--- src/rtl/ilk_pkg.sv ---
package ilk_pkg;

  typedef enum logic [1:0] {
    CLS_LOW  = 2'd0,
    CLS_MIDA = 2'd1,
    CLS_MIDB = 2'd2,
    CLS_HIGH = 2'd3
  } circ_class_e;

  // Lower value wins when several causes arrive together
  typedef enum logic [2:0] {
    CAUSE_NONE    = 3'd0,
    CAUSE_UPS     = 3'd1,
    CAUSE_ESTOP   = 3'd2,
    CAUSE_QPROP   = 3'd3,
    CAUSE_QUENCH  = 3'd4,
    CAUSE_COOLANT = 3'd5,
    CAUSE_PWRFAIL = 3'd6,
    CAUSE_CRYO    = 3'd7
  } cause_e;

  typedef struct packed {
    logic   tripPermit;
    logic   tripFast;
    logic   tripSlow;
    logic   tripDisch;
    logic   unlatch;
    cause_e cause;
  } ilk_strobe_t;

endpackage

--- src/rtl/ilk_sync.sv ---
module ilk_sync #(
  parameter int   WIDTH   = 1,
  parameter logic RST_BIT = 1'b1
) (
  input  logic             clk,
  input  logic             rstN,
  input  logic [WIDTH-1:0] dIn,
  output logic [WIDTH-1:0] dOut
);
  logic [WIDTH-1:0] stage1;

  always_ff @(posedge clk or negedge rstN) begin
    if (!rstN) begin
      stage1 <= {WIDTH{RST_BIT}};
      dOut   <= {WIDTH{RST_BIT}};
    end else begin
      stage1 <= dIn;
      dOut   <= stage1;
    end
  end
endmodule

--- src/rtl/ilk_ctrl.sv ---
module ilk_ctrl
  import ilk_pkg::*;
#(
  parameter int N_CIRC = 4
) (
  input  logic [2*N_CIRC-1:0] circClass,
  input  logic [N_CIRC-1:0]   pwrOk,
  input  logic [N_CIRC-1:0]   quenchOk,
  input  logic [N_CIRC-1:0]   coolOk,
  input  logic [N_CIRC-1:0]   unlatchReq,
  input  logic                upsOk,
  input  logic                estopOk,
  input  logic                cryoOk,
  input  logic                qpropOk,
  output ilk_strobe_t         strobes [N_CIRC]
);
  logic globalFast;
  logic globalSlow;

  assign globalFast = !upsOk || !estopOk || !qpropOk;
  assign globalSlow = !cryoOk;

  for (genvar i = 0; i < N_CIRC; i++) begin : g_circ
    circ_class_e cls;
    logic pfCause, qCause, clCause, anyCause;

    assign cls      = circ_class_e'(circClass[2*i +: 2]);
    assign pfCause  = !pwrOk[i];
    assign qCause   = (cls != CLS_LOW) && !quenchOk[i];
    assign clCause  = (cls == CLS_HIGH) && !coolOk[i];
    assign anyCause = pfCause || qCause || clCause || globalFast || globalSlow;

    always_comb begin
      strobes[i].tripPermit = anyCause;
      strobes[i].tripFast   = (cls != CLS_LOW) && (qCause || globalFast);
      strobes[i].tripSlow   = globalSlow;
      strobes[i].tripDisch  = clCause;
      strobes[i].unlatch    = unlatchReq[i] && !anyCause;
      if (!upsOk)        strobes[i].cause = CAUSE_UPS;
      else if (!estopOk) strobes[i].cause = CAUSE_ESTOP;
      else if (!qpropOk) strobes[i].cause = CAUSE_QPROP;
      else if (qCause)   strobes[i].cause = CAUSE_QUENCH;
      else if (clCause)  strobes[i].cause = CAUSE_COOLANT;
      else if (pfCause)  strobes[i].cause = CAUSE_PWRFAIL;
      else if (!cryoOk)  strobes[i].cause = CAUSE_CRYO;
      else               strobes[i].cause = CAUSE_NONE;
    end
  end
endmodule

--- src/rtl/ilk_datapath.sv ---
module ilk_datapath
  import ilk_pkg::*;
#(
  parameter int N_CIRC = 4
) (
  input  logic                clk,
  input  logic                rstN,
  input  logic [2*N_CIRC-1:0] circClass,
  input  ilk_strobe_t         strobes [N_CIRC],
  output logic [N_CIRC-1:0]   permitMain,
  output logic [N_CIRC-1:0]   permitMidA,
  output logic [N_CIRC-1:0]   permitMidB,
  output logic [N_CIRC-1:0]   fastAbortN,
  output logic [N_CIRC-1:0]   slowAbortN,
  output logic [N_CIRC-1:0]   dischargeN,
  output logic [3*N_CIRC-1:0] faultCode
);
  logic [N_CIRC-1:0] permitLost;
  logic [N_CIRC-1:0] fastLat;
  logic [N_CIRC-1:0] slowLat;
  logic [N_CIRC-1:0] dischLat;
  cause_e            causeReg [N_CIRC];

  for (genvar i = 0; i < N_CIRC; i++) begin : g_circ
    circ_class_e cls;
    assign cls = circ_class_e'(circClass[2*i +: 2]);

    always_ff @(posedge clk or negedge rstN) begin
      if (!rstN) begin
        permitLost[i] <= 1'b1;
        fastLat[i]    <= 1'b0;
        slowLat[i]    <= 1'b0;
        dischLat[i]   <= 1'b0;
        causeReg[i]   <= CAUSE_NONE;
      end else if (strobes[i].unlatch) begin
        permitLost[i] <= 1'b0;
        fastLat[i]    <= 1'b0;
        slowLat[i]    <= 1'b0;
        dischLat[i]   <= 1'b0;
        causeReg[i]   <= CAUSE_NONE;
      end else begin
        permitLost[i] <= permitLost[i] | strobes[i].tripPermit;
        fastLat[i]    <= fastLat[i]    | strobes[i].tripFast;
        slowLat[i]    <= slowLat[i]    | strobes[i].tripSlow;
        dischLat[i]   <= dischLat[i]   | strobes[i].tripDisch;
        if (causeReg[i] == CAUSE_NONE && strobes[i].tripPermit)
          causeReg[i] <= strobes[i].cause;
      end
    end

    always_comb begin
      permitMain[i] = !permitLost[i] && (cls == CLS_LOW || cls == CLS_HIGH);
      permitMidA[i] = !permitLost[i] && (cls == CLS_MIDA);
      permitMidB[i] = !permitLost[i] && (cls == CLS_MIDB);
      fastAbortN[i] = !(fastLat[i] && cls != CLS_LOW);
      slowAbortN[i] = !(slowLat[i] && fastAbortN[i]);
      dischargeN[i] = !(dischLat[i] && cls == CLS_HIGH);
      faultCode[3*i +: 3] = causeReg[i];
    end

    p_permit_latch_r3: assert property (@(posedge clk) disable iff (!rstN)
      permitLost[i] && !strobes[i].unlatch |=> permitLost[i]);

    p_trip_drops_permit_r4: assert property (@(posedge clk) disable iff (!rstN)
      strobes[i].tripPermit |=> !(permitMain[i] || permitMidA[i] || permitMidB[i]));

    p_disch_high_only_r9: assert property (@(posedge clk) disable iff (!rstN)
      !dischargeN[i] |-> cls == CLS_HIGH);

    p_fast_over_slow_r10: assert property (@(posedge clk) disable iff (!rstN)
      fastLat[i] && cls != CLS_LOW |-> slowAbortN[i]);

    p_cause_sticky_r12: assert property (@(posedge clk) disable iff (!rstN)
      causeReg[i] != CAUSE_NONE && !strobes[i].unlatch |=> $stable(causeReg[i]));
  end
endmodule

--- src/rtl/circuit_ilk_core.sv ---
module circuit_ilk_core
  import ilk_pkg::*;
#(
  parameter int N_CIRC = 4
) (
  input  logic                clk,
  input  logic                rstN,
  input  logic [2*N_CIRC-1:0] circClass,
  input  logic [N_CIRC-1:0]   pwrOkIn,
  input  logic [N_CIRC-1:0]   quenchOkIn,
  input  logic [N_CIRC-1:0]   coolOkIn,
  input  logic [N_CIRC-1:0]   unlatchIn,
  input  logic                upsOkIn,
  input  logic                estopOkIn,
  input  logic                cryoOkIn,
  input  logic                qpropOkIn,
  output logic [N_CIRC-1:0]   permitMain,
  output logic [N_CIRC-1:0]   permitMidA,
  output logic [N_CIRC-1:0]   permitMidB,
  output logic [N_CIRC-1:0]   fastAbortN,
  output logic [N_CIRC-1:0]   slowAbortN,
  output logic [N_CIRC-1:0]   dischargeN,
  output logic [3*N_CIRC-1:0] faultCode
);
  localparam int OK_W = 3 * N_CIRC + 4;

  logic [OK_W-1:0]   okRaw, okSync;
  logic [N_CIRC-1:0] unlatchSync;
  ilk_strobe_t       strobes [N_CIRC];

  assign okRaw = {qpropOkIn, cryoOkIn, estopOkIn, upsOkIn, coolOkIn, quenchOkIn, pwrOkIn};

  ilk_sync #(.WIDTH(OK_W), .RST_BIT(1'b1)) u_okSync (
    .clk(clk), .rstN(rstN), .dIn(okRaw), .dOut(okSync));

  ilk_sync #(.WIDTH(N_CIRC), .RST_BIT(1'b0)) u_unlatchSync (
    .clk(clk), .rstN(rstN), .dIn(unlatchIn), .dOut(unlatchSync));

  ilk_ctrl #(.N_CIRC(N_CIRC)) u_ctrl (
    .circClass (circClass),
    .pwrOk     (okSync[N_CIRC-1:0]),
    .quenchOk  (okSync[2*N_CIRC-1:N_CIRC]),
    .coolOk    (okSync[3*N_CIRC-1:2*N_CIRC]),
    .unlatchReq(unlatchSync),
    .upsOk     (okSync[3*N_CIRC]),
    .estopOk   (okSync[3*N_CIRC+1]),
    .cryoOk    (okSync[3*N_CIRC+2]),
    .qpropOk   (okSync[3*N_CIRC+3]),
    .strobes   (strobes));

  ilk_datapath #(.N_CIRC(N_CIRC)) u_dp (
    .clk       (clk),
    .rstN      (rstN),
    .circClass (circClass),
    .strobes   (strobes),
    .permitMain(permitMain),
    .permitMidA(permitMidA),
    .permitMidB(permitMidB),
    .fastAbortN(fastAbortN),
    .slowAbortN(slowAbortN),
    .dischargeN(dischargeN),
    .faultCode (faultCode));
endmodule

--- config.mk ---
export PLATFORM = sky130hd
export DESIGN_NAME = circuit_ilk_core
export DESIGN_NICKNAME = d
export VERILOG_FILES = /design/src/rtl/ilk_pkg.sv /design/src/rtl/ilk_sync.sv /design/src/rtl/ilk_ctrl.sv /design/src/rtl/ilk_datapath.sv /design/src/rtl/circuit_ilk_core.sv
export SDC_FILE = /design/constraint.sdc
export NUM_CORES = 1
export LEC_CHECK = 0
export CORE_UTILIZATION = 35
export CTS_CLUSTER_DIAMETER = 30
export CTS_CLUSTER_SIZE = 10
export DETAILED_ROUTE_END_ITERATION = 10
export DONT_BUFFER_PORTS = 1
export SYNTH_ARGS = -nofsm -noshare
export SYNTH_HDL_FRONTEND = slang
export SYNTH_SLANG_ARGS = --single-unit
export TNS_END_PERCENT = 50
--- constraint.sdc ---
create_clock -name clk -period 4.2 [get_ports clk]
set_input_delay 0.84 -clock clk [delete_from_list [all_inputs] [get_ports clk]]
set_output_delay 0.84 -clock clk [all_outputs]
set_load 0.005 [all_outputs]
# Word level (Yosys, flattened, before mapping)
# Index checks and enable logic that the tools add are counted.
word_totals:
  out_inout_bits: 36
  wordCells: 223
  in_bits: 30
  reg_bits: 68
classes:
  eq_ne: 12
  mux: 49
  bitwise_logic: 16
  n_reduce_logical: 122
ops:
  columns: ["cell", "count"]
  rows:
  - ["3-bit two-way mux", 33]
  - ["1-bit logical AND", 44]
  - ["1-bit zero test", 36]
  - ["1-bit logical OR", 26]
  - ["2-bit == test, second input constant", 8]
  - ["1-bit two-way mux", 16]
  - ["1-bit OR", 16]
  - ["2-bit nonzero test", 8]
  - ["3-bit zero test", 4]
  - ["2-bit by 1-bit == test with 1-bit output, second input constant", 4]
  - ["2-bit zero test", 4]

# Logic depth before layout (Yosys ltp)
logic_depth:
  word_depth: 9
  ltp_mapped: 6

# Cells and area by module
# A second synthesis with hierarchy kept.
hier_totals:
  hier_cells: 276
  hier_area_um2: 3089.2
by_module_without_submodules:
  columns: ["mod", "area_per_inst_um2", "cells_per_inst", "n_inst"]
  rows:
  - ["ilk_datapath", 1416.4, 144, 1]
  - ["ilk_sync (u_okSync)", 840.8, 32, 1]
  - ["ilk_ctrl", 631.9, 92, 1]
  - ["ilk_sync (u_unlatchSync)", 200.2, 8, 1]

# Worst setup path before layout
# OpenSTA, ideal clock, no wires.
synth_timing:
  path_kind: "input -> output"
  startpoint: "input port circClass[0]"
  endpoint: "output port slowAbortN[0]"
  arrival_time_ns: 1.337
  setup_slack_ns: 2.023
  required_time_ns: 3.360
  stages: 4
  n_path_buf: 0
  cell_sequence: "inv_1 ha_1 nand2b_1 nand2_1"
synth_between:
  elab_chain_cells: 5
synth_lines:
  columns: ["item", "line_no", "rtl"]
  rows:
  - ["from (decl)", "circuit_ilk_core.sv:8", "input logic [2*N_CIRC-1:0] circClass,"]
  - ["2-bit nonzero test", "ilk_datapath.sv:55", "fastAbortN[i] = !(fastLat[i] && cls != CLS_LOW);"]
  - ["1-bit logical AND", "ilk_datapath.sv:55", null]
  - ["1-bit zero test", "ilk_datapath.sv:55", null]
  - ["net fastAbortN[0]", "circuit_ilk_core.sv:20", "output logic [N_CIRC-1:0] fastAbortN,"]
  - ["1-bit logical AND", "ilk_datapath.sv:56", "slowAbortN[i] = !(slowLat[i] && fastAbortN[i]);"]
  - ["1-bit zero test", "ilk_datapath.sv:56", null]
  - ["to (decl)", "circuit_ilk_core.sv:21", "output logic [N_CIRC-1:0] slowAbortN,"]
# The timed path passes the listed nets, and every way through them passes these cells.

# Worst setup path in the final report
layout_timing:
  startpoint: "input port circClass[4]"
  endpoint: "output port slowAbortN[2]"
# The elaborated chain is that of the path after synthesis.

==> summary.md <==
| Metric | Value |
|---|---|
| Worst Path Class, Setup | primary input to output pin |
| Max cap viols | 0 |
| Synth Area per Inst | 11.33 sq um |
| Rel. slew slack | 0.4749 |
| DIE HEIGHT | 91.05 um |
| DP Wirelength | between 3000 and 4000 um |
| Clk sinks | 68 |
| Worst Path Arrival | about 1400 ps |
| Hold-fix buffers, CTS | 0 |
| Cell area after layout | between 3000 and 4000 sq um |
| Initial DRC count | 77 |
| Worst Tran Pin Value | 780.7 ps |
| Pin count of the biggest net entering global routing | 69 |
| Syn Inst Count | 245 |
| Register area | 1747 sq um |
| Slowest cell on the critical path | ha_1 |
| Starting Density | 0.3610 |
| Synthesis Warnings | 0 |
| Share of cells above drive strength 1 | 0.2054 |
| RSZ-0062 raised after global routing | false |
| Number of diodes | 0 |
| Area of the multi-input gates | 940.9 sq um |
| Required @ worst endpoint | between 3000 and 4000 ps |
| Gpl congestion | 0.7832 |
| DR vias | 1750 |
| Final slew viol count | 0 |
| Syn_nets | approximately 290 |
| Startpoint types | primary input |
| Hold WC Path Type | primary input to asynchronous set/reset pin |
| Maximum fanout along the worst path | 4 |
| Final Setup Violations | 0 |
| Top cell type by total area after synthesis | dfstp_2 |
| Wire per inst | about 15 um |
| Internal power | just under 0.001 W |
| Die width | 91.05 um |
| Synth cell count leaders | dfstp_2 (36), nor2_1 (36), dfrtp_1 (32), nand2_1 (23), inv_1 (18) |
| Final min period | 2239 ps |
| Fmax achieved | 0.4466 GHz |
| Outcome | completed |
| Total grt overflow | 0 |
| Area grow syn2layout | 9.738% |
| Mapped Area | 2775 sq um |
| CTS buffer count | 9 |
| Fillers | 786 |
| First-pass GRT wire length | ~8900 um |
| FF+latch count, synth | 68 |
| Overall routing resource usage | 0.1435 |
| CP Launch Point | circClass[4] |
| # nets final | 299 |
| Final Skew | 5.147 ps |
| Initial antenna violation count | 0 |
| Vias in the first global route | 1793 |
| VDD IR max | ~220 uV |
| Critical Path Max Stage Delay | 240 ps |
| Top cell type's share of synthesized area | 0.3408 |
| Switch share | 0.2387 |
| Routed wire length | 5470 um |
| Leak | 1.325 nW |
| Final worst-path cycle share | 0.5331 |
| Root Driver | clkbuf_8 |
| Yosys cell types | 30 |
| Final ANT Viol Nets | 0 |
| Seq/Total Area, Yosys | 0.6294 |
| Placed inst area | 2883 sq um |
| Worst path cell trace | inv_1, ha_1, nand2b_1, nand2_1 |
| Worst-path clk slew | 70 ps |
| Post-CTS Setup Bufs | 0 |
| Max H-tree Level | 3 |
| Core Region | 7687 sq um |
| PortBufs | 0 |
| Number of synthesized flops with an enable pin | 0 |
| Die area | 8289 sq um |
| Pwr per Cell Area | 415.8 nW/um^2 |
| TNS Setup | 0 ps |
| Final Hold Vio Count | 0 |
| RR Startpoint | u_okSync.dOut[15]$_DFF_PN1_ |
| Critical Path Sink Type | output pin |
| Power share of the clock group | 0.362 |
| CTS tree | built |
| Pre-CTS WS | 1951 ps |
| Remaining DRCs | 0 |
| Combinational group share of total power | 0.051 |
| Sequential share of power | 0.587 |
| Main synth FF type | dfstp_2 |
| Post_cts resized | 0 |
| IO Pins | 66 |
| Via/cell ratio | 4.861 |
| Worst setup margin | 1961 ps |
| Max Buffers Root-to-Sink | 2 |
| Row count | 32 |
| Switch Pwr | 0.0003023 W |
| Worst-Skew Late Latency | 330 ps |
| Synth async-reset ratio | 1.000 |
| Drt first pass iters | 4 |
| Ranking of synthesized cells by area | dfstp_2 (34%), dfrtp_1 (29%), ha_1 (7.2%) |
[state kept, by name, indices dropped and copies added (netlist names)]
signal,count
u_dp.dischLat,4
u_dp.fastLat,4
u_dp.faultCode,12
u_dp.permitLost,4
u_dp.slowLat,4
u_okSync.dOut,16
u_okSync.stage1,16
u_unlatchSync.dOut,4
u_unlatchSync.stage1,4
[layer usage]
layer | track usage | part of all wire | up-vias
met4 | 0.05952 | 0.017 | 0
li1 | - | - | 830
met1 | 0.1765 | 0.43 | 855
met3 | 0.05360 | 0.065 | 10
met2 | 0.2266 | 0.49 | 55
met5 | 0 | 0 | -
[worst paths after layout]
kind                                              endpoint  slack (ps)  cells past startpoint
setup / recovery                             slowAbortN[2]        1960                      4
hold / removal                  u_dp.dischLat[2]$_DFF_PN0_         200                      0
setup reg to reg             u_dp.faultCode[9]$_DFFE_PN0P_        2340                      4
hold reg to reg            u_unlatchSync.dOut[1]$_DFF_PN0_         350                      0
max in group asynchronous       u_okSync.dOut[7]$_DFF_PN1_        3810                      0
min in group clk           u_unlatchSync.dOut[1]$_DFF_PN0_         350                      0
[metrics by stage]
stage	util	cells	hold slack, ps	total power [W]
6_report	0.3962	360	199.8	0.001266
2_1_floorplan	-	245	331.2	0.0007951
3_5_place_dp	0.3750	344	336.3	0.0008199
3_3_place_gp	0.3750	344	337.1	0.0008181
4_1_cts	0.3962	360	176.1	0.001289
5_1_grt	0.3962	360	165.8	0.001340
[cells by family (layout without fill, tap and decap cells)]
logic type	count (synthesis)	count (layout)	share of synthesized area
buf+inv	21	34	0.03155
compound gates	45	45	0.09784
fa+ha+maj	16	16	0.07214
simple gates	95	95	0.1691
flops	68	68	0.6294
[worst max-delay path: cells and delay by family]
kind	cells	cell delay [ps]
fa+ha+maj	1	240
buf+inv	1	40
simple gates	2	280
[cell usage in the layout, fill, tap and decap left out]
master / instances
nor2_1: 36
and3_2: 1
clkbuf_1: 4
and2_1: 3
a21oi_1: 15
dfstp_2: 36
nor4_1: 3
nand2_1: 23
nand2b_1: 4
a31oi_1: 4
nor2b_1: 12
nor4_4: 1
clkinv_2: 2
dfrtp_1: 32
o21ai_1: 2
ha_1: 16
o311ai_0: 4
and2_0: 1
nand3_4: 1
and3_1: 3
inv_1: 18
nand2_2: 1
a21boi_0: 1
o32ai_1: 2
clkbuf_8: 10
a22o_1: 3
nor3_1: 5
and2_2: 1
o21ai_0: 12
o21a_1: 2
[cell type report]
class | count | share of cell area
clock buffers | 14 | 0.05012
well taps | 102 | 0.04191
clock inverters | 2 | 0.003287
flip-flops and latches | 68 | 0.5735
inverters | 18 | 0.02219
multi-input cells | 156 | 0.3090
[power by group through the flow]
stage	clock, W	combinational (W)	sequential (W)
after floorplan	0	0.0000562	0.000739
after global placement	0	0.0000638	0.000754
after detailed placement	0	0.0000650	0.000755
after CTS	0.000479	0.0000652	0.000744
after global routing	0.000516	0.0000756	0.000749
final	0.000459	0.0000645	0.000743
(Power assumes the default switching activity.)
